--- src/rtl/tone_pkg.sv ---
package tone_pkg;

    // Output flip-flop state of one tone channel
    typedef enum logic {
        PH_LOW  = 1'b0,
        PH_HIGH = 1'b1
    } phase_e;

    // Prescaler ratio chosen by the variant parameter
    function automatic int unsigned prescale_ratio(input bit div_by_two);
        return div_by_two ? 2 : 16;
    endfunction

    // Smallest half-period that produces a toggling output
    localparam int unsigned MIN_TOGGLE_PERIOD = 2;

endpackage

--- src/rtl/tone_prescaler.sv ---
module tone_prescaler
    import tone_pkg::*;
#(
    parameter bit DIV_BY_TWO = 1'b0
) (
    input  logic clk,
    input  logic rst_n,
    output logic tick_o
);
    localparam int unsigned RATIO = prescale_ratio(DIV_BY_TWO);
    localparam int unsigned CW    = $clog2(RATIO);
    localparam logic [CW-1:0] LAST = CW'(RATIO - 1);

    logic [CW-1:0] phase_cnt;

    always_ff @(posedge clk or negedge rst_n) begin
        if (!rst_n) begin
            phase_cnt <= '0;
        end else if (phase_cnt == LAST) begin
            phase_cnt <= '0;
        end else begin
            phase_cnt <= phase_cnt + 1'b1;
        end
    end

    always_comb begin
        tick_o = (phase_cnt == LAST);
    end

    AST_TICK_SPACING: assert property (@(posedge clk) disable iff (!rst_n)
        tick_o |=> !tick_o);
    AST_TICK_WRAPS: assert property (@(posedge clk) disable iff (!rst_n)
        tick_o |=> phase_cnt == '0);

endmodule

--- src/rtl/tone_channel.sv ---
module tone_channel
    import tone_pkg::*;
#(
    parameter int unsigned PERIOD_W = 10
) (
    input  logic                clk,
    input  logic                rst_n,
    input  logic                tick_i,
    input  logic [PERIOD_W-1:0] period_i,
    output logic                wave_o,
    output logic                toggle_o
);
    localparam logic [PERIOD_W-1:0] DC_LIMIT = PERIOD_W'(MIN_TOGGLE_PERIOD);

    phase_e              state_q, state_d;
    logic [PERIOD_W-1:0] count_q, count_d;
    logic [PERIOD_W-1:0] stepped;
    logic                reload;
    logic                evt_q;

    // Step the counter and detect the zero-after-step reload event
    always_comb begin
        stepped = (count_q == '0) ? '0 : count_q - 1'b1;
        reload  = tick_i && (stepped == '0);
        if (reload) begin
            count_d = period_i;
        end else if (tick_i) begin
            count_d = stepped;
        end else begin
            count_d = count_q;
        end
    end

    // Next-state logic of the output flip-flop
    always_comb begin
        state_d = state_q;
        unique case (state_q)
            PH_LOW:  if (reload) state_d = PH_HIGH;
            PH_HIGH: if (reload) state_d = PH_LOW;
            default: state_d = PH_LOW;
        endcase
    end

    // State register, counter and event flag
    always_ff @(posedge clk or negedge rst_n) begin
        if (!rst_n) begin
            state_q <= PH_LOW;
            count_q <= '0;
            evt_q   <= 1'b0;
        end else begin
            state_q <= state_d;
            count_q <= count_d;
            evt_q   <= reload;
        end
    end

    // Output process: low half-periods hold the level high
    always_comb begin
        toggle_o = evt_q;
        if (period_i < DC_LIMIT) begin
            wave_o = 1'b1;
        end else begin
            unique case (state_q)
                PH_LOW:  wave_o = 1'b0;
                PH_HIGH: wave_o = 1'b1;
                default: wave_o = 1'b0;
            endcase
        end
    end

    AST_HOLD_BETWEEN_TICKS: assert property (@(posedge clk) disable iff (!rst_n)
        !tick_i |=> $stable(count_q) && $stable(state_q));
    AST_RELOAD_VALUE: assert property (@(posedge clk) disable iff (!rst_n)
        toggle_o |-> count_q == $past(period_i));
    AST_FLIP_ON_EVENT: assert property (@(posedge clk) disable iff (!rst_n)
        toggle_o |-> state_q != $past(state_q));
    AST_EVENT_SINGLE: assert property (@(posedge clk) disable iff (!rst_n)
        toggle_o |=> !toggle_o);

endmodule

--- src/rtl/tone_bank.sv ---
module tone_bank
    import tone_pkg::*;
#(
    parameter int unsigned CH_COUNT   = 3,
    parameter int unsigned PERIOD_W   = 10,
    parameter bit          DIV_BY_TWO = 1'b0
) (
    input  logic                         clk,
    input  logic                         rst_n,
    input  logic [CH_COUNT*PERIOD_W-1:0] period_i,
    output logic [CH_COUNT-1:0]          wave_o,
    output logic [CH_COUNT-1:0]          toggle_o,
    output logic                         tick_o,
    output logic [PERIOD_W-1:0]          noise_period_o
);
    localparam int unsigned NOISE_SRC = CH_COUNT - 1;

    logic tick;

    tone_prescaler #(
        .DIV_BY_TWO(DIV_BY_TWO)
    ) u_prescaler (
        .clk   (clk),
        .rst_n (rst_n),
        .tick_o(tick)
    );

    for (genvar c = 0; c < CH_COUNT; c++) begin : g_ch
        tone_channel #(
            .PERIOD_W(PERIOD_W)
        ) u_chan (
            .clk     (clk),
            .rst_n   (rst_n),
            .tick_i  (tick),
            .period_i(period_i[c*PERIOD_W +: PERIOD_W]),
            .wave_o  (wave_o[c]),
            .toggle_o(toggle_o[c])
        );
    end

    always_comb begin
        tick_o         = tick;
        noise_period_o = period_i[NOISE_SRC*PERIOD_W +: PERIOD_W];
    end

    AST_EVENTS_FOLLOW_TICK: assert property (@(posedge clk) disable iff (!rst_n)
        (toggle_o != '0) |-> $past(tick));

endmodule

--- config.mk ---
export PLATFORM = sky130hd
export DESIGN_NAME = tone_bank
export DESIGN_NICKNAME = d
export VERILOG_FILES = /design/src/rtl/tone_pkg.sv /design/src/rtl/tone_prescaler.sv /design/src/rtl/tone_channel.sv /design/src/rtl/tone_bank.sv
export SDC_FILE = /design/constraint.sdc
export NUM_CORES = 1
export LEC_CHECK = 0
export BUFFER_PORTS_ARGS = -buffer_cell sky130_fd_sc_hd__buf_2
export CORE_MARGIN = 5
export CORE_UTILIZATION = 55
export CTS_CLUSTER_SIZE = 24
export DETAILED_ROUTE_END_ITERATION = 12
export GPL_TIMING_DRIVEN = 0
export PLACE_DENSITY_LB_ADDON = 0.3
export SLEW_MARGIN = 20
export SYNTH_ARGS = -nofsm -noshare
export SYNTH_HDL_FRONTEND = slang
export SYNTH_HIERARCHICAL = 1
export SYNTH_SLANG_ARGS = --single-unit
--- constraint.sdc ---
create_clock -name clk -period 2.6 [get_ports clk]
set_clock_uncertainty 0.05 [all_clocks]
set_input_delay 0 -clock clk [delete_from_list [all_inputs] [get_ports clk]]
set_output_delay 0 -clock clk [all_outputs]
set_load 0.01 [all_outputs]
==> results of run 1 <==
-- metrics by stage --
stage / TNS (ns) / std cells / area [µm²] / hold WS (ns) / worst slack [ns]
after floorplan: 0 / 303 / 2690 / -0.346 / 0.247
after global placement: -0.0930 / 418 / 3010 / 0.117 / -0.0361
after detailed placement: 0 / 418 / 3010 / 0.132 / 0.00278
after CTS: 0 / 457 / 3450 / 0.341 / 0.116
after global routing: 0 / 457 / 3450 / 0.404 / 0.0304
final: 0 / 457 / 3450 / 0.302 / 0.105
-- worst max-delay path by stage --
| stage | start | endpoint |
|---|---|---|
| after global placement | g_ch[0].u_chan/count_q[0] | g_ch[0].u_chan/count_q[5] |
| after global routing | g_ch[0].u_chan/count_q[6] | g_ch[0].u_chan/count_q[2] |
| after detailed placement | g_ch[0].u_chan/count_q[0] | g_ch[0].u_chan/count_q[5] |
| final | g_ch[0].u_chan/count_q[4] | g_ch[0].u_chan/count_q[5] |
| after floorplan | g_ch[0].u_chan/count_q[4] | g_ch[0].u_chan/count_q[5] |
| after CTS | g_ch[0].u_chan/count_q[4] | g_ch[0].u_chan/count_q[5] |
-- area by class of cell --
class                   instances  area, µm²  share of cell area, %
clock inverters                 2       38.8                   1.13
well taps                      67       83.8                   2.43
repair buffers                 79        551                   16.0
flip-flops and latches         40       1000                   29.0
multi-input cells             223       1500                   43.5
plain buffers                  15       97.6                   2.83
inverters                      25       93.8                   2.72
clock buffers                   6       82.6                   2.40
-- what timing repair did --
action                     in CTS  in global routing
setup endpoints to repair       2                  0
hold buffers                   31                  0
gates resized for setup         1                  0
hold endpoints to repair       70                  0
-- routing by layer --
layer	wire (µm)	share of wire, %
met4	164	2.5
met1	2780	42
met3	404	6.2
met5	0	0
met2	3210	49
-- sequential cells by signal (all words and copies together), names as in the netlist --
register               flops
g_ch.u_chan/count_q       30
u_prescaler/phase_cnt      4
g_ch.u_chan/state_q        3
g_ch.u_chan/toggle_o       3
-- cells by family after synthesis --
| kind of cell | Yosys count | share of synthesized area, % |
|---|---|---|
| AND/OR/NAND/NOR | 136 | 29.9 |
| AO/OA/AOI/OAI | 75 | 20.6 |
| buffers and inverters | 40 | 7.13 |
| flip-flops | 40 | 37.3 |
| XOR/XNOR | 5 | 1.63 |
| adder cells (fa/ha/maj) | 4 | 1.86 |
| multiplexers | 3 | 1.58 |
-- power groups by stage --
stage | registers (W) | clock network (W) | logic [W]
floorplan | 0.000634 | 0 | 0.0000233
global placement | 0.000634 | 0 | 0.0000744
detailed placement | 0.000634 | 0 | 0.0000752
CTS | 0.000621 | 0.000559 | 0.000111
global route | 0.000622 | 0.000590 | 0.000123
finish | 0.000621 | 0.000546 | 0.000111
-- layout by cell type (no fill, tap or decap), types with 4 or more instances in the layout --
cell type / netlist / layout
sky130_fd_sc_hd__nor3_1: 18 / 18
sky130_fd_sc_hd__nand4_1: 8 / 8
sky130_fd_sc_hd__o21ai_1: 14 / 14
sky130_fd_sc_hd__nand3_1: 14 / 14
sky130_fd_sc_hd__ha_1: 4 / 4
sky130_fd_sc_hd__a21oi_1: 13 / 13
sky130_fd_sc_hd__nor3_2: 4 / 4
sky130_fd_sc_hd__dlygate4sd3_1: 0 / 31
sky130_fd_sc_hd__nor4_1: 10 / 10
sky130_fd_sc_hd__buf_4: 11 / 11
sky130_fd_sc_hd__a31oi_1: 8 / 8
sky130_fd_sc_hd__buf_2: 0 / 48
sky130_fd_sc_hd__o21ai_0: 11 / 11
sky130_fd_sc_hd__nand2_1: 16 / 16
sky130_fd_sc_hd__nor2b_1: 6 / 6
sky130_fd_sc_hd__clkbuf_8: 0 / 6
sky130_fd_sc_hd__inv_1: 25 / 25
sky130_fd_sc_hd__or3_1: 5 / 5
sky130_fd_sc_hd__xnor2_1: 4 / 4
sky130_fd_sc_hd__nor2_1: 26 / 26
sky130_fd_sc_hd__clkbuf_1: 4 / 4
sky130_fd_sc_hd__dfrtp_1: 40 / 40
-- synthesized netlist by cell type, drive strengths merged (2+ instances only) --
master   count
a32oi        2
nand3       16
ha           4
nand2       16
nand3b       3
clkbuf       4
a221o        2
nand2b       3
and2         3
and4b        2
nor4        10
o2111a       2
a41o         2
or3          8
a21oi       13
and3         3
dfrtp       40
o41ai        2
xnor2        4
or4          4
nand4        8
a31oi        8
inv         25
a21o         3
o2111ai      2
buf         11
a211oi       3
o21a         2
nor3        22
o211a        2
nor2b        6
nor2        28
mux2i        3
o21ai       25
-- worst register-to-register path, stage by stage (launching register included) --
cell and delay [ns]:
sky130_fd_sc_hd__dfrtp_1 0.43, sky130_fd_sc_hd__or4_1 0.57, sky130_fd_sc_hd__or3_4 0.37, sky130_fd_sc_hd__mux2i_4 0.22, sky130_fd_sc_hd__and4_1 0.21, sky130_fd_sc_hd__buf_4 0.15, sky130_fd_sc_hd__a221o_2 0.38
==> reports/summary.log, run 1 <==
qor: synthesis.synth_enable_flop_cells 0
qor: route.final_routed_wire_length_divided_by_cell_count 14.3 µm
qor: synthesis.synth.distinct_cells 54
qor: placement.numPortBuffers 48
qor: synthesis.synth_cells 303
qor: clocking.clk_root_buffer_cell sky130_fd_sc_hd__clkbuf_8
qor: sta.clock.fmax 401 MHz
qor: setup_path.r2r_slack 0.10 ns
qor: power.p_leak 1.46 nW
qor: power.power_density 371 mW/mm²
qor: setup_path.gate_family_responsible_for_the_most_delay_along_the_worst_path simple AND/OR/NAND/NOR gates
qor: grt.grt_util_met2 35.3%
qor: setup_path.critical_path.reg2reg.endpoint g_ch[0].u_chan/count_q[5]
qor: placement.dp.final_hpwl 4.66 mm
qor: outcome.run_status finished, final reports clean
qor: clocking.clk_path_buf_depth 2
qor: hold_path.hp-class in2async
qor: die.die_w 79.9 µm
qor: power.power_switching 0.000279 W
qor: die.die_h 79.9 µm
qor: sta.hold_violations 0
qor: setup_path.rr_startpoint g_ch[0].u_chan/count_q[4]
qor: synthesis.yosys.area.top_type_share 37.3%
qor: cells_and_area.syn_to_final_growth 28.3%
qor: route.drt_iter0_markers 208
qor: clocking.post-cts-setup-buffers 0
qor: power.p_clk_share 42.7%
qor: power.combinational_fraction_of_design_power 8.7%
qor: setup_path.worst-r2r-cell-count 6
qor: synthesis.syn_area 0.00269 mm²
qor: route.detail_route.first_pass.iterations 4
qor: setup_path.cp_slowest_cell sky130_fd_sc_hd__or4_1
qor: sta.timing_max_transition_violations_final 0
qor: route.wirelength 6.55 mm
qor: grt.use_met3 3.95%
qor: setup_path.critPathArrivalTime 2.63 ns
qor: die.floorplan.rows 25
qor: synthesis.yosysTopAreaCell sky130_fd_sc_hd__dfrtp_1
qor: power.power.total 0.00128 W
qor: route.detail_route.drc_violations 0
qor: route.post_route_ant_nets 0
qor: setup_path.critPathBufInv 1
qor: clocking.worst_setup_hold_path_clk_slew 0.08 ns
qor: setup_path.number_of_gates_on_the_worst_path_with_buffers_counted 6
qor: setup_path.timing.critical_path.cells or4_1 -> or3_4 -> mux2i_4 -> and4_1 -> buf_4 -> a221o_2
qor: die.floorplan.initialDensity 56.9%
qor: power.seq_pwr_share 48.6%
qor: sta.report.final.setup_viol 0
qor: route.via_count 2638
qor: setup_path.start_kind flop
qor: synthesis.yosys_register_bits 40
qor: grt.grt_max_degree 41
qor: route.avgViaCountPerCell 5.77
qor: sta.min_period_over_period 96.0%
qor: grt.grt_first_pass_wirelength 11.3 mm
qor: synthesis.synth_nets 339
qor: power.internal_power 0.00100 W
qor: clocking.cts_made_buffers 5
qor: sta.finalWorstPathRequiredPeriod 2.50 ns
qor: setup_path.worstPathRequired 2.74 ns
qor: clocking.htreeDepth 2
qor: cells_and_area.utilization 73.0%
qor: cells_and_area.proportion_of_layout_cells_with_a_drive_suffix_above_1 23.6%
qor: die.core_region_area 0.00472 mm²
qor: placement.gp_congestion 0.932
qor: synthesis.synth_flop_cell sky130_fd_sc_hd__dfrtp_1
qor: synthesis.synth_top_cells_by_area sky130_fd_sc_hd__dfrtp_1 (37%), sky130_fd_sc_hd__nor2_1 (3.6%), sky130_fd_sc_hd__inv_1 (3.5%)
qor: power.worst_ir_drop_vdd 0.248 mV
qor: setup_path.path_class reg2reg
qor: synthesis.seq_area_frac_synth 37.3%
qor: sta.relSlewSlack 41.1%
qor: clocking.cts.sinks 40
qor: sta.grt_setup_unrepaired no
qor: cells_and_area.ant_cells 0
qor: die.num_io_pins 49
qor: cells_and_area.filler_cell_count 362
qor: synthesis.synth_area_per_cell 8.87 µm²
qor: setup_path.critical_path.max_stage_delay 0.57 ns
qor: grt.track_usage 22.0%
qor: power.swShare 21.8%
qor: grt.globalRoute.totalOverflow 0
qor: synthesis.ys_warn_count 6
qor: grt.grt_antenna_before_repair 0
qor: clocking.tritoncts done
qor: grt.grt-busiest-layer met2
qor: clocking.worst_skew_pair.late_latency 0.30 ns
qor: synthesis.postSynth.asyncResetShare 100%
qor: grt.grt_pass1_vias 2497
qor: flow_run.drv_cap 0
qor: setup_path.critical_path.endpoint_type flop
qor: setup_path.critical_path.max_fanout 6
qor: die.dieArea 0.00638 mm²
qor: cells_and_area.num-nets-final 425
qor: sta.worstMarginPinSlew 0.883 ns
qor: grt.met1_track_demand_over_resource_in_global_routing 29.3%
(Power assumes the default switching activity.)
==> inputs of run 2 (changes only) <==
--- a/config.mk
+++ b/config.mk
@@ -5,6 +5,7 @@
 export SDC_FILE = /design/constraint.sdc
 export NUM_CORES = 1
 export LEC_CHECK = 0
+export ABC_AREA = 1
 export BUFFER_PORTS_ARGS = -buffer_cell sky130_fd_sc_hd__buf_2
 export CORE_MARGIN = 5
 export CORE_UTILIZATION = 55
==> run 2 against run 1 <==
Effect of this change:
- synthesized cell count up 58%
- critical endpoint is now g_ch[0].u_chan/count_q[0]
- setup slack better by 0.19 ns
- hold slack worse by 0.29 ns
- power down 11%
- sequential power about the same
- global-route usage up 0.43 points
- final area up 9.5%
- final cell count up 36%
==> reports/summary.log, run 2 <==
qor: power.power_switching 0.000250 W [was 0.000279 W]
qor: power.seq_pwr_share 54.8% [was 48.6%]
qor: route.wirelength 7.98 mm [was 6.55 mm]
qor: setup_path.timing.critical_path.cells ha_1 -> nand3_1 -> inv_1 -> clkbuf_1 -> nand3_1 -> nor2_2 -> buf_6 -> nand4_1 -> nand3_1 -> nand2_1 [was or4_1 -> or3_4 -> mux2i_4 -> and4_1 -> buf_4 -> a221o_2]
qor: cells_and_area.layout_common_cells sky130_fd_sc_hd__nand2_1 (128), sky130_fd_sc_hd__inv_1 (55), sky130_fd_sc_hd__nand3_1 (54) [was sky130_fd_sc_hd__buf_2 (48), sky130_fd_sc_hd__dfrtp_1 (40), sky130_fd_sc_hd__dlygate4sd3_1 (31)]
qor: setup_path.cp_slowest_cell sky130_fd_sc_hd__inv_1 [was sky130_fd_sc_hd__or4_1]
qor: die.die_w 86.7 µm [was 79.9 µm]
qor: synthesis.synth_cells 479 [was 303]
qor: power.internal_power 0.000884 W [was 0.00100 W]
qor: sta.timing_max_transition_violations_final 0 [unchanged]
qor: synthesis.syn_area 0.00323 mm² [was 0.00269 mm²]
qor: route.detail_route.drc_violations 0 [unchanged]
qor: synthesis.postSynth.asyncResetShare 100% [unchanged]
qor: flow_run.drv_cap 0 [unchanged]
qor: clocking.worst_skew_pair.late_latency 0.29 ns [was 0.30 ns]
qor: outcome.run_status finished, final reports clean [unchanged]
qor: sta.setup_tns 0 ns [unchanged]
qor: route.final_routed_wire_length_divided_by_cell_count 12.8 µm [was 14.3 µm]
qor: placement.gp_congestion 0.929 [was 0.932]
qor: power.p_clk_share 37.3% [was 42.7%]
qor: synthesis.post-synth-top-count-cell sky130_fd_sc_hd__nand2_1 [was sky130_fd_sc_hd__dfrtp_1]
qor: sta.worstMarginPinSlew 0.890 ns [was 0.883 ns]
qor: placement.numPortBuffers 48 [unchanged]
qor: clocking.worst_setup_hold_path_clk_slew 0.07 ns [was 0.08 ns]
qor: power.worst_ir_drop_vdd 0.273 mV [was 0.248 mV]
qor: route.drt_iter0_markers 182 [was 208]
qor: cells_and_area.proportion_of_layout_cells_with_a_drive_suffix_above_1 23.9% [was 23.6%]
qor: power.combinational_fraction_of_design_power 7.9% [was 8.7%]
qor: setup_path.critical_path.max_fanout 14 [was 6]
qor: sta.grt_setup_unrepaired no [unchanged]
qor: hold_path.hp-class in2reg [was in2async]
qor: cells_and_area.ant_cells 0 [unchanged]
qor: synthesis.synth_area_per_cell 6.75 µm² [was 8.87 µm²]
qor: die.num_io_pins 49 [unchanged]
qor: setup_path.worstPathRequired 2.73 ns [was 2.74 ns]
qor: synthesis.synth_nets 515 [was 339]
qor: placement.dp.final_hpwl 5.99 mm [was 4.66 mm]
qor: cells_and_area.syn_to_final_growth 16.8% [was 28.3%]
qor: sta.relSlewSlack 40.7% [was 41.1%]
qor: synthesis.ys_warn_count 6 [unchanged]
qor: clocking.cts_made_buffers 5 [unchanged]
qor: grt.grt_antenna_before_repair 0 [unchanged]
qor: route.detail_route.first_pass.iterations 4 [unchanged]
qor: grt.globalRoute.totalOverflow 0 [unchanged]
qor: synthesis.yosysTopAreaCell sky130_fd_sc_hd__dfrtp_1 [unchanged]
qor: synthesis.synth_top_cells_by_area sky130_fd_sc_hd__dfrtp_1 (31%), sky130_fd_sc_hd__nand2_1 (15%), sky130_fd_sc_hd__nand3_1 (8.4%) [was sky130_fd_sc_hd__dfrtp_1 (37%), sky130_fd_sc_hd__nor2_1 (3.6%), sky130_fd_sc_hd__inv_1 (3.5%)]
qor: grt.track_usage 22.4% [was 22.0%]
qor: power.swShare 22.0% [was 21.8%]
qor: sta.clock.fmax 433 MHz [was 401 MHz]
qor: clocking.post-cts-setup-buffers 0 [unchanged]
qor: die.core_region_area 0.00582 mm² [was 0.00472 mm²]
qor: clocking.tritoncts done [unchanged]
qor: setup_path.start_kind flop [unchanged]
qor: cells_and_area.final_common_cell sky130_fd_sc_hd__nand2_1 [was sky130_fd_sc_hd__buf_2]
qor: die.floorplan.initialDensity 55.6% [was 56.9%]
qor: synthesis.synth_enable_flop_cells 0 [unchanged]
qor: route.via_count 3313 [was 2638]
qor: sta.min_period_over_period 88.7% [was 96.0%]
qor: grt.grt_max_degree 41 [unchanged]
qor: route.avgViaCountPerCell 5.33 [was 5.77]
qor: placement.placed_cells 602 [was 418]
qor: grt.grt_first_pass_wirelength 13.7 mm [was 11.3 mm]
qor: synthesis.synth_flop_cell sky130_fd_sc_hd__dfrtp_1 [unchanged]
qor: power.p_leak 1.88 nW [was 1.46 nW]
qor: setup_path.critical_path.max_stage_delay 0.44 ns [was 0.57 ns]
qor: setup_path.path_class reg2reg [unchanged]
qor: cells_and_area.largest-register g_ch.u_chan/count_q [unchanged]
qor: synthesis.post_synth_most_frequent_cells sky130_fd_sc_hd__nand2_1 (128), sky130_fd_sc_hd__inv_1 (55), sky130_fd_sc_hd__nand3_1 (54), sky130_fd_sc_hd__nor2_1 (41), sky130_fd_sc_hd__dfrtp_1 (40) [was sky130_fd_sc_hd__dfrtp_1 (40), sky130_fd_sc_hd__nor2_1 (26), sky130_fd_sc_hd__inv_1 (25), sky130_fd_sc_hd__nor3_1 (18), sky130_fd_sc_hd__nand2_1 (16)]
qor: clocking.clk_path_buf_depth 2 [unchanged]
qor: power.power_density 300 mW/mm² [was 371 mW/mm²]
qor: cells_and_area.num-nets-final 582 [was 425]
qor: setup_path.cpMostUsedCell sky130_fd_sc_hd__nand3_1
qor: clocking.cts.sinks 40 [unchanged]
qor: synthesis.yosys.area.top_type_share 31.0% [was 37.3%]
qor: sta.hold_violations 0 [unchanged]
qor: clocking.htreeDepth 2 [unchanged]
qor: grt.grt_pass1_vias 3137 [was 2497]
qor: setup_path.critical_path.endpoint_type flop [unchanged]
qor: sta.report.final.setup_viol 0 [unchanged]
qor: synthesis.synth.distinct_cells 28 [was 54]
qor: synthesis.seq_area_frac_synth 31.0% [was 37.3%]
qor: cells_and_area.final-instance-count-excl-fill 622 [was 457]
qor: die.die_h 86.7 µm [was 79.9 µm]
qor: synthesis.yosys_register_bits 40 [unchanged]
qor: sta.finalWorstPathRequiredPeriod 2.31 ns [was 2.50 ns]
qor: clocking.ctsResizeCount 0 [was 1]
qor: setup_path.critPathArrivalTime 2.43 ns [was 2.63 ns]
qor: die.floorplan.rows 28 [was 25]
qor: cells_and_area.largest_reg_flops 30 [unchanged]
qor: route.post_route_ant_nets 0 [unchanged]
qor: clocking.clk_root_buffer_cell sky130_fd_sc_hd__clkbuf_8 [unchanged]
qor: die.dieArea 0.00751 mm² [was 0.00638 mm²]
qor: cells_and_area.leading_registers_by_flop_count g_ch.u_chan/count_q: 30 flops, u_prescaler/phase_cnt: 4 flops [unchanged]
-- run 2: cell count changes after synthesis, moves of 11 or more --
cell                      previous run  this run
sky130_fd_sc_hd__nor3_1             18         0
sky130_fd_sc_hd__nor2_1             26        41
sky130_fd_sc_hd__nand2_1            16       128
sky130_fd_sc_hd__inv_1              25        55
sky130_fd_sc_hd__nand3_1            14        54
sky130_fd_sc_hd__inv_2               0        11
sky130_fd_sc_hd__nand4_1             8        31
sky130_fd_sc_hd__nand2_2             0        11
-- run 2: cells by family after synthesis --
group / Yosys count / share of synthesized area (%)
simple gates: 304 / 45.9
compound gates: 30 / 5.46
flops: 40 / 31.0
buf+inv: 92 / 13.7
fa+ha+maj: 4 / 1.55
xor+xnor: 9 / 2.44
-- run 2: power groups by stage --
stage	Combinational [W]	Clock, W	Sequential [W]
after CTS	0.0000892	0.000440	0.000621
final	0.0000896	0.000423	0.000622
after global placement	0.0000742	0	0.000634
after detailed placement	0.0000754	0	0.000634
after global routing	0.0000998	0.000465	0.000621
after floorplan	0.0000236	0	0.000634
-- run 2: critical path, delay by kind of cell (launching register included) --
family / cells / cell delay (ns)
and+or+nand+nor: 6 / 0.62
buffers and inverters: 3 / 0.89
adders and majority gates: 1 / 0.23
DFF: 1 / 0.41
-- run 2: timing repair --
item,CTS,global route
hold buffers,12,0
setup endpoints to repair,0,0
endpoints found under the hold margin,51,0
-- run 2: through the flow --
stage | total power, W | hold WS, ns | setup slack, ns | area, µm² | util (%)
3_3_place_gp | 0.000708 | 0.126 | 0.385 | 3570 | 61.3
6_report | 0.00113 | 0.0132 | 0.293 | 3780 | 64.9
2_1_floorplan | 0.000658 | -0.346 | 0.699 | 3230 | -
5_1_grt | 0.00119 | 0.0508 | 0.0616 | 3780 | 64.9
3_5_place_dp | 0.000709 | 0.130 | 0.318 | 3570 | 61.3
4_1_cts | 0.00115 | 0.00351 | 0.304 | 3780 | 64.9
-- run 2: final timing paths --
path	endpoint	cells after the start	start	slack, ns
max in group asynchronous	g_ch[0].u_chan/count_q[2]	2	rst_n	1.62
min	g_ch[1].u_chan/count_q[0]	5	period_i[10]	0.01
max reg2reg	g_ch[0].u_chan/count_q[0]	10	u_prescaler/phase_cnt[0]	0.29
max	g_ch[0].u_chan/count_q[0]	10	u_prescaler/phase_cnt[0]	0.29
min in group asynchronous	g_ch[0].u_chan/toggle_o	2	rst_n	0.31
min reg2reg	g_ch[2].u_chan/state_q	1	g_ch[2].u_chan/state_q	0.42
-- run 2: metal layers --
layer | share of wire (%) | GRT usage, % | up-vias
met3 | 4.3 | 3.99 | 13
met2 | 51 | 39.6 | 75
met5 | 0 | 0 | -
met4 | 1.8 | 8.22 | 0
li1 | - | - | 1677
met1 | 43 | 27.1 | 1548
-- run 2: cell type report --
class	count	area (µm²)
timing repair buffer	60	360
buffer	26	194
tap	75	93.8
clock buffer	8	90.1
fill	516	2040
inverter	66	248
sequential	40	1000
multi-input combinational	347	1790
==> inputs of run 3 (changes only) <==
--- a/config.mk
+++ b/config.mk
@@ -12,7 +12,7 @@
 export CTS_CLUSTER_SIZE = 24
 export DETAILED_ROUTE_END_ITERATION = 12
 export GPL_TIMING_DRIVEN = 0
-export PLACE_DENSITY_LB_ADDON = 0.3
+export PLACE_DENSITY = 0.77
 export SLEW_MARGIN = 20
 export SYNTH_ARGS = -nofsm -noshare
 export SYNTH_HDL_FRONTEND = slang
==> run 3 against run 2 <==
Effect of this change:
- global-route usage grew 0.19 points
- clock-buffer cell count fell by 2
- die area did not move
- sequential share of layout area is 0.16 points lower
- sequential cell count did not move
==> reports/summary.log, run 3 (synthesis gave the netlist of run 2 again) <==
qor: grt.grt_max_degree 41 [unchanged]
qor: grt.globalRoute.totalOverflow 0 [unchanged]
qor: sta.relSlewSlack 39.8% [was 40.7%]
qor: cells_and_area.proportion_of_layout_cells_with_a_drive_suffix_above_1 24.2% [was 23.9%]
qor: hold_path.hp-class in2reg [unchanged]
qor: power.power_density 300 mW/mm² [about the same]
qor: clocking.worst_setup_hold_path_clk_slew 0.08 ns [was 0.07 ns]
qor: cells_and_area.syn_to_final_growth 17.5% [was 16.8%]
qor: cells_and_area.leading_registers_by_flop_count g_ch.u_chan/count_q: 30 flops, u_prescaler/phase_cnt: 4 flops [unchanged]
qor: placement.gp_congestion 0.938 [was 0.929]
qor: clocking.ctsResizeCount 0 [unchanged]
qor: clocking.cts_made_buffers 5 [unchanged]
qor: die.die_w 86.7 µm [unchanged]
qor: route.final_routed_wire_length_divided_by_cell_count 12.5 µm [was 12.8 µm]
qor: setup_path.worst-r2r-cell-count 10 [unchanged]
qor: flow_run.drv_cap 0 [unchanged]
qor: cells_and_area.layout_common_cells sky130_fd_sc_hd__nand2_1 (128), sky130_fd_sc_hd__inv_1 (55), sky130_fd_sc_hd__nand3_1 (54) [unchanged]
qor: power.worst_ir_drop_vdd 0.196 mV [was 0.273 mV]
qor: sta.grt_setup_unrepaired no [unchanged]
qor: clocking.htreeDepth 2 [unchanged]
qor: sta.timing_max_transition_violations_final 0 [unchanged]
qor: route.wirelength 7.82 mm [was 7.98 mm]
qor: sta.report.final.setup_viol 0 [unchanged]
qor: route.detail_route.first_pass.iterations 5 [was 4]
qor: route.post_route_ant_nets 0 [unchanged]
qor: placement.dp.final_hpwl 5.92 mm [was 5.99 mm]
qor: setup_path.critPathArrivalTime 2.45 ns [was 2.43 ns]
qor: placement.placed_cells 602 [unchanged]
qor: hold_path.hold_path_depth 5 [unchanged]
qor: route.detail_route.drc_violations 0 [unchanged]
qor: sta.hold_violations 0 [unchanged]
qor: sta.finalWorstPathRequiredPeriod 2.33 ns [was 2.31 ns]
qor: sta.worstMarginPinSlew 0.903 ns [was 0.890 ns]
qor: sta.clock.fmax 430 MHz [was 433 MHz]
qor: clocking.cts.sinks 40 [unchanged]
qor: clocking.clk_path_buf_depth 2 [unchanged]
qor: clocking.tritoncts done [unchanged]
qor: sta.min_period_over_period 89.5% [was 88.7%]
qor: route.via_count 3309 [was 3313]
qor: cells_and_area.final_common_cell sky130_fd_sc_hd__nand2_1 [unchanged]
qor: grt.grt_first_pass_wirelength 13.8 mm [was 13.7 mm]
qor: clocking.worst_skew_pair.late_latency 0.29 ns [about the same]
qor: clocking.clk_root_buffer_cell sky130_fd_sc_hd__clkbuf_8 [unchanged]
qor: setup_path.critical_path.max_fanout 14 [unchanged]
qor: die.core_region_area 0.00582 mm² [unchanged]
qor: power.p_leak 1.89 nW [was 1.88 nW]
qor: placement.numPortBuffers 48 [unchanged]
qor: sta.setup_tns 0 ns [unchanged]
qor: power.power.total 0.00114 W [was 0.00113 W]
qor: setup_path.worstPathRequired 2.72 ns [was 2.73 ns]
qor: die.floorplan.initialDensity 55.6% [unchanged]
qor: setup_path.critical_path.endpoint_type flop [unchanged]
qor: die.num_io_pins 49 [unchanged]
qor: sta.hold_slack 0.0133 ns [was 0.0132 ns]
qor: grt.track_usage 22.6% [was 22.4%]
qor: cells_and_area.num-nets-final 584 [was 582]
qor: die.floorplan.rows 28 [unchanged]
qor: die.dieArea 0.00751 mm² [unchanged]
qor: route.avgViaCountPerCell 5.30 [was 5.33]
qor: grt.grt_antenna_before_repair 0 [unchanged]
qor: die.die_h 86.7 µm [unchanged]
qor: cells_and_area.largest_reg_flops 30 [unchanged]
qor: cells_and_area.final-instance-count-excl-fill 624 [was 622]
qor: setup_path.start_kind flop [unchanged]
qor: grt.grt_pass1_vias 3134 [was 3137]
qor: route.drt_iter0_markers 201 [was 182]
qor: cells_and_area.largest-register g_ch.u_chan/count_q [unchanged]
qor: outcome.run_status finished, final reports clean [unchanged]
qor: setup_path.path_class reg2reg [unchanged]
qor: cells_and_area.ant_cells 0 [unchanged]
[run 3: cell types whose count changed in the layout (fill, tap and decap cells not counted), sizes merged]
cell         previous run  this run
dlygate4sd3            12        14
clkinv                  0         2
clkbuf                 12        10
[run 3: power breakdown]
part / internal [W] / switching (W) / leakage (nW) / total [W]
sequential: 0.000622 / 0 / 0.429 / 0.000622
combinational: 0.0000481 / 0.0000432 / 1.41 / 0.0000913
clock: 0.000212 / 0.000215 / 0.0510 / 0.000427
total: 0.000881 / 0.000258 / 1.89 / 0.00114
[run 3: worst max-delay path: stages (launching register included)]
cell	delay, ns
sky130_fd_sc_hd__dfrtp_1	0.39
sky130_fd_sc_hd__ha_1	0.22
sky130_fd_sc_hd__nand3_1	0.10
sky130_fd_sc_hd__inv_1	0.44
sky130_fd_sc_hd__clkbuf_1	0.31
sky130_fd_sc_hd__nand3_1	0.14
sky130_fd_sc_hd__nor2_2	0.16
sky130_fd_sc_hd__buf_6	0.15
sky130_fd_sc_hd__nand4_1	0.08
sky130_fd_sc_hd__nand3_1	0.11
sky130_fd_sc_hd__nand2_1	0.06
[run 3: layout make-up]
cell class | instances | area, µm²
buffer | 26 | 194
clock buffer | 6 | 82.6
clock inverter | 2 | 10.0
fill | 547 | 2020
inverter | 66 | 248
multi-input combinational | 347 | 1790
sequential | 40 | 1000
tap | 75 | 93.8
timing repair buffer | 62 | 380
[run 3: metal layers]
layer	routed length, µm	vias up	GRT usage [%]
li1	-	1682	-
met1	3450	1528	28.5
met2	3880	82	39.2
met3	319	17	3.61
met4	161	0	7.51
met5	0	-	0
[run 3: final timing paths]
| kind | from | to | slack [ns] |
|---|---|---|---|
| max in group asynchronous | rst_n | g_ch[1].u_chan/count_q[2] | 1.61 |
| worst min register to register | g_ch[1].u_chan/state_q | g_ch[1].u_chan/state_q | 0.43 |
| worst max-delay path | u_prescaler/phase_cnt[0] | g_ch[0].u_chan/count_q[3] | 0.27 |
| worst max register to register | u_prescaler/phase_cnt[0] | g_ch[0].u_chan/count_q[3] | 0.27 |
| worst min-delay path | period_i[20] | g_ch[2].u_chan/count_q[0] | 0.01 |
| min in group asynchronous | rst_n | u_prescaler/phase_cnt[3] | 0.33 |
[run 3: timing repair]
| action | in CTS | in global routing |
|---|---|---|
| endpoints found under the hold margin | 53 | 0 |
| hold buffers | 14 | 0 |
| setup buffers | 0 | 0 |
[run 3: stage by stage]
stage                     instance area [µm²]  utilization, %  worst slack (ns)
final                                    3800            65.3             0.272
after global routing                     3800            65.3            0.0543
after CTS                                3800            65.3             0.276
after detailed placement                 3570            61.3             0.306
after global placement                   3570            61.3             0.375
after floorplan                          3230               -             0.699
